## src/rtl/ipi_ctrl.sv

```systemverilog
module ipi_ctrl #(
  parameter int NCORE  = 4,
  parameter int ADDR_W = 6
) (
  input  logic              clk,
  input  logic              rst_n,
  input  logic [ADDR_W-1:0] addr,
  input  logic              wr_en,
  input  logic [31:0]       wr_data,
  output logic [31:0]       rd_data,
  output logic [NCORE-1:0]  irq
);
  localparam int IDX_W = ADDR_W - 3;
  localparam logic [IDX_W:0] NC_IDX = (IDX_W+1)'(NCORE);
  localparam logic [14:0]    NC_DST = 15'(NCORE);

  logic [31:0] ctrl_q [NCORE];
  logic [31:0] stat_q [NCORE];

  wire [IDX_W-1:0] idx      = addr[ADDR_W-1:3];
  wire             sel_stat = addr[2];
  wire             idx_ok   = {1'b0, idx} < NC_IDX;
  wire [13:0]      dst      = wr_data[29:16];
  wire             gen      = wr_data[30];
  wire             ack      = wr_data[31];
  wire             dst_ok   = {1'b0, dst} < NC_DST;
  wire             take     = wr_en & ~sel_stat & idx_ok & (~gen | dst_ok);
  wire [13:0]      src14    = {{(14-IDX_W){1'b0}}, idx};

  logic unused_lo;
  assign unused_lo = ^addr[1:0];

  for (genvar i = 0; i < NCORE; i++) begin : g_core
    localparam logic [IDX_W-1:0] ME_IDX = IDX_W'(i);
    localparam logic [13:0]      ME_DST = 14'(i);

    always_ff @(posedge clk) begin
      if (!rst_n) begin
        ctrl_q[i] <= '0;
        stat_q[i] <= '0;
      end else if (take) begin
        if (idx == ME_IDX) ctrl_q[i] <= wr_data;
        if (gen && dst == ME_DST) stat_q[i] <= {2'b01, src14, wr_data[15:0]};
        if (ack && idx == ME_IDX) stat_q[i][30] <= 1'b0;
      end
    end

    assign irq[i] = stat_q[i][30];
  end

  always_comb begin
    rd_data = '0;
    for (int i = 0; i < NCORE; i++)
      if (idx_ok && idx == IDX_W'(i))
        rd_data = sel_stat ? stat_q[i] : ctrl_q[i];
  end
endmodule

```

## config.mk

```make
export PLATFORM = sky130hd
export DESIGN_NAME = ipi_ctrl
export DESIGN_NICKNAME = d
export VERILOG_FILES = /design/src/rtl/ipi_ctrl.sv
export SDC_FILE = /design/constraint.sdc
export NUM_CORES = 1
export LEC_CHECK = 0
export BUFFER_PORTS_ARGS = -buffer_cell sky130_fd_sc_hd__buf_2
export CAP_MARGIN = 30
export CORE_ASPECT_RATIO = 1.75
export CORE_MARGIN = 4
export CORE_UTILIZATION = 33
export CTS_BUF_LIST = sky130_fd_sc_hd__clkbuf_4
export DETAILED_ROUTE_END_ITERATION = 10
export PLACE_DENSITY = 0.56
export SETUP_SLACK_MARGIN = 0.02
export SYNTH_ARGS = -nofsm -noshare
export SYNTH_HDL_FRONTEND = slang
export SYNTH_SLANG_ARGS = --single-unit
```

## constraint.sdc

```tcl
create_clock -name clk -period 9.4 [get_ports clk]
set_input_delay 1.88 -clock clk [delete_from_list [all_inputs] [get_ports clk]]
set_output_delay 1.88 -clock clk [all_outputs]
set_load 0.05 [all_outputs]
```

==> flow_summary.json <==
{
  "initial_core_util_pct": 33.59,
  "synth-seq-cells": 208,
  "max_slew_margin_pct": 30.85,
  "die_area_um2": 32150,
  "wl_per_cell_um": 21.21,
  "arrival_ns": 4.52,
  "io_buffers": 74,
  "power.density_nw_per_um2": 176.6,
  "power_leakage_nw": 4.095,
  "p_switching_uw": 493.5,
  "syn_area_per_cell_um2": 12.95,
  "overflow": 0,
  "design_area_um2": 11080,
  "finalNonFillerCells": 1239,
  "yosys_warnings": 0,
  "syn-cell-area_um2": 9651,
  "io_pins": 77,
  "ys_seq_area_share_pct": 64.72,
  "critPathLaunchType": "primary input",
  "antenna_found_initial": 3,
  "synthMuxAreaShare_pct": 7.623,
  "yosysUniqueCellTypes": 39,
  "cp_num_buf_inv": 3,
  "crit_required_ns": 7.52,
  "cts_resized": 0,
  "max_cap_viol_count": 0,
  "via_count": 6336,
  "fin_crit_sh_pct": 68.07,
  "critPathMaxStageDelay_ns": 0.75,
  "grt_start_max_net_pins": 54,
  "rsz0062_at_grt": "false",
  "end_kind": "output pin",
  "cts_tree": "yes",
  "drt-vias-per-instance": 5.114,
  "seq_power_share_pct": 55.1,
  "core_um2": 28730,
  "die_y_um": 234.2,
  "synth_fa_ha_area_share_pct": 0,
  "cpMaxStageDelayCell": "or2_2",
  "grt_pass1_vias": 6744,
  "clockBufferDepth": 3,
  "mostFrequentLayoutCell": "edfxtp_1",
  "critPathKind": "in2out",
  "drt_first_pass_iters": 4,
  "pwr-share-comb_pct": 10.4,
  "area_delta_synth_final_pct": 14.79,
  "vdd_drop_max_v": 0.00007494,
  "antenna_left": 0,
  "fin_crit_ns": 6.398,
  "hpwl_um": 16010,
  "hold_buffers": 0,
  "fp-row-count": 82,
  "placed_cell_area_um2": 10530,
  "hold_violations": 0,
  "finalSetupViolCount": 0,
  "synth_top_family_by_area": "simple AND/OR/NAND/NOR gates",
  "path_cells": "buf_2 -> buf_4 -> nand2b_1 -> or2_2 -> o22ai_1 -> o2bb2ai_1 -> buf_2",
  "h-tree-depth": 2,
  "fin_hold_ws_ns": 1.576,
  "n_fill_cell": 2844,
  "die_w_um": 137.3,
  "final_cell_mix": "edfxtp_1, and2_1, buf_2",
  "synth-simple-area-share_pct": 16.63,
  "nNetsFinal": 873,
  "worst_path_most_repeated_cell": "buf_2",
  "clkPwrFrac_pct": 34.5,
  "worst_pin_slew_ns": 1.032,
  "power.total_mw": 1.956,
  "clock_sinks": 208,
  "cts_made_buffers": 45,
  "drc": 0,
  "routed_wl_um": 26280,
  "synthXorXnorAreaFrac_pct": 0,
  "status": "complete, no violations",
  "placed_cells": 1163,
  "synth_compound_gate_area_share_pct": 8.285,
  "grt_use_total_pct": 16.50,
  "finalMaxSlewViolations": 0,
  "grt_pass1_wl_um": 39570,
  "path_clk_slew_ns": 0.07,
  "gp_congestion": 0.7625,
  "root_buffer": "clkbuf_4",
  "layout-drive-gt1-share_pct": 23.14,
  "p_int_mw": 1.463,
  "critical-path-top-delay-family": "simple AND/OR/NAND/NOR gates",
  "timing.fmax_ghz": 0.1563,
  "fin_setup_tns_ns": 0,
  "drt-initial-drc-count": 388,
  "swShare_pct": 25.23,
  "post_cts_buffers": 0,
  "worst_hold_path_type": "in2reg",
  "netlist_instances": 745,
  "crit_fanout": 42
}
## worst paths after layout
| kind | start | to | slack, ns | cells past startpoint |
|---|---|---|---|---|
| max | addr[3] | rd_data[4] | 3.00 | 7 |
| min | wr_data[22] | ctrl_q[2][22] | 1.58 | 2 |
## cell type report
cell class	instances	area (um^2)	share of cell area [%]
repair buffers	95	578.1	5.218
diodes	1	2.502	0.02259
clock buffers	71	533.0	4.811
well taps	378	473.0	4.269
inverters	3	11.26	0.1016
clock inverters	4	17.52	0.1581
flip-flops and latches	208	6246	56.38
multi-input cells	479	3217	29.04
## cell families after synthesis
group,after synthesis
multiplexers,72
other,1
flip-flops,208
buffers and inverters,61
AO/OA/AOI/OAI,121
AND/OR/NAND/NOR,282
## layer usage
metal,share of wire [%],vias to the layer above,global-route usage [%]
met3,5.1,70,2.662
li1,-,2947,-
met2,54,176,30.62
met1,37,3141,18.20
met5,0.027,-,0
met4,3.3,2,7.366
## cell usage after synthesis
| master | instances | share of area (%) |
|---|---|---|
| a211o_1 | 1 | 0.091 |
| a211oi_1 | 22 | 1.7 |
| a21boi_0 | 3 | 0.23 |
| a21o_1 | 1 | 0.078 |
| a31oi_1 | 1 | 0.065 |
| and2_1 | 126 | 8.2 |
| and3_1 | 18 | 1.2 |
| and3b_1 | 1 | 0.091 |
| and4b_1 | 1 | 0.10 |
| buf_1 | 2 | 0.078 |
| buf_2 | 13 | 0.67 |
| buf_4 | 4 | 0.31 |
| clkbuf_1 | 39 | 1.5 |
| conb_1 | 1 | 0.039 |
| edfxtp_1 | 208 | 65 |
| inv_1 | 3 | 0.12 |
| mux2_2 | 12 | 1.4 |
| mux2i_1 | 60 | 6.2 |
| nand2_1 | 20 | 0.78 |
| nand2b_1 | 2 | 0.13 |
| nand3_1 | 2 | 0.10 |
| nand3b_1 | 3 | 0.23 |
| nand4_1 | 1 | 0.065 |
| nor2_1 | 66 | 2.6 |
| nor2b_1 | 21 | 1.4 |
| nor3_1 | 4 | 0.21 |
| nor3_2 | 3 | 0.31 |
| nor3b_2 | 1 | 0.13 |
| nor4_1 | 4 | 0.26 |
| nor4_2 | 3 | 0.39 |
| nor4b_4 | 1 | 0.25 |
| o21ai_0 | 39 | 2.0 |
| o22ai_1 | 32 | 2.1 |
| o2bb2a_1 | 1 | 0.10 |
| o2bb2ai_1 | 20 | 1.8 |
| o41ai_1 | 1 | 0.091 |
| or2_1 | 2 | 0.13 |
| or2_2 | 2 | 0.13 |
| or3_1 | 1 | 0.065 |
## registers in the layout (all words and copies together) (netlist names)
| register | flops |
|---|---|
| ctrl_q | 128 |
| stat_q | 80 |
## per-stage QoR
step | utilization (%) | worst slack (ns)
floorplan | - | 2.840
CTS | 38.55 | 3.005
global placement | 36.39 | 3.026
detailed placement | 36.64 | 3.008
global route | 38.56 | 2.860
finish | 38.56 | 3.002
## power groups by stage
stage                     registers (mW)  logic (mW)  clock network, mW
after global placement              1.10       0.203                  0
after CTS                           1.08       0.207              0.695
final                               1.08       0.204              0.674
after global routing                1.08       0.218              0.738
after detailed placement            1.10       0.207                  0
after floorplan                     1.10       0.132                  0
Note: power is estimated with default switching activity, not from simulation.
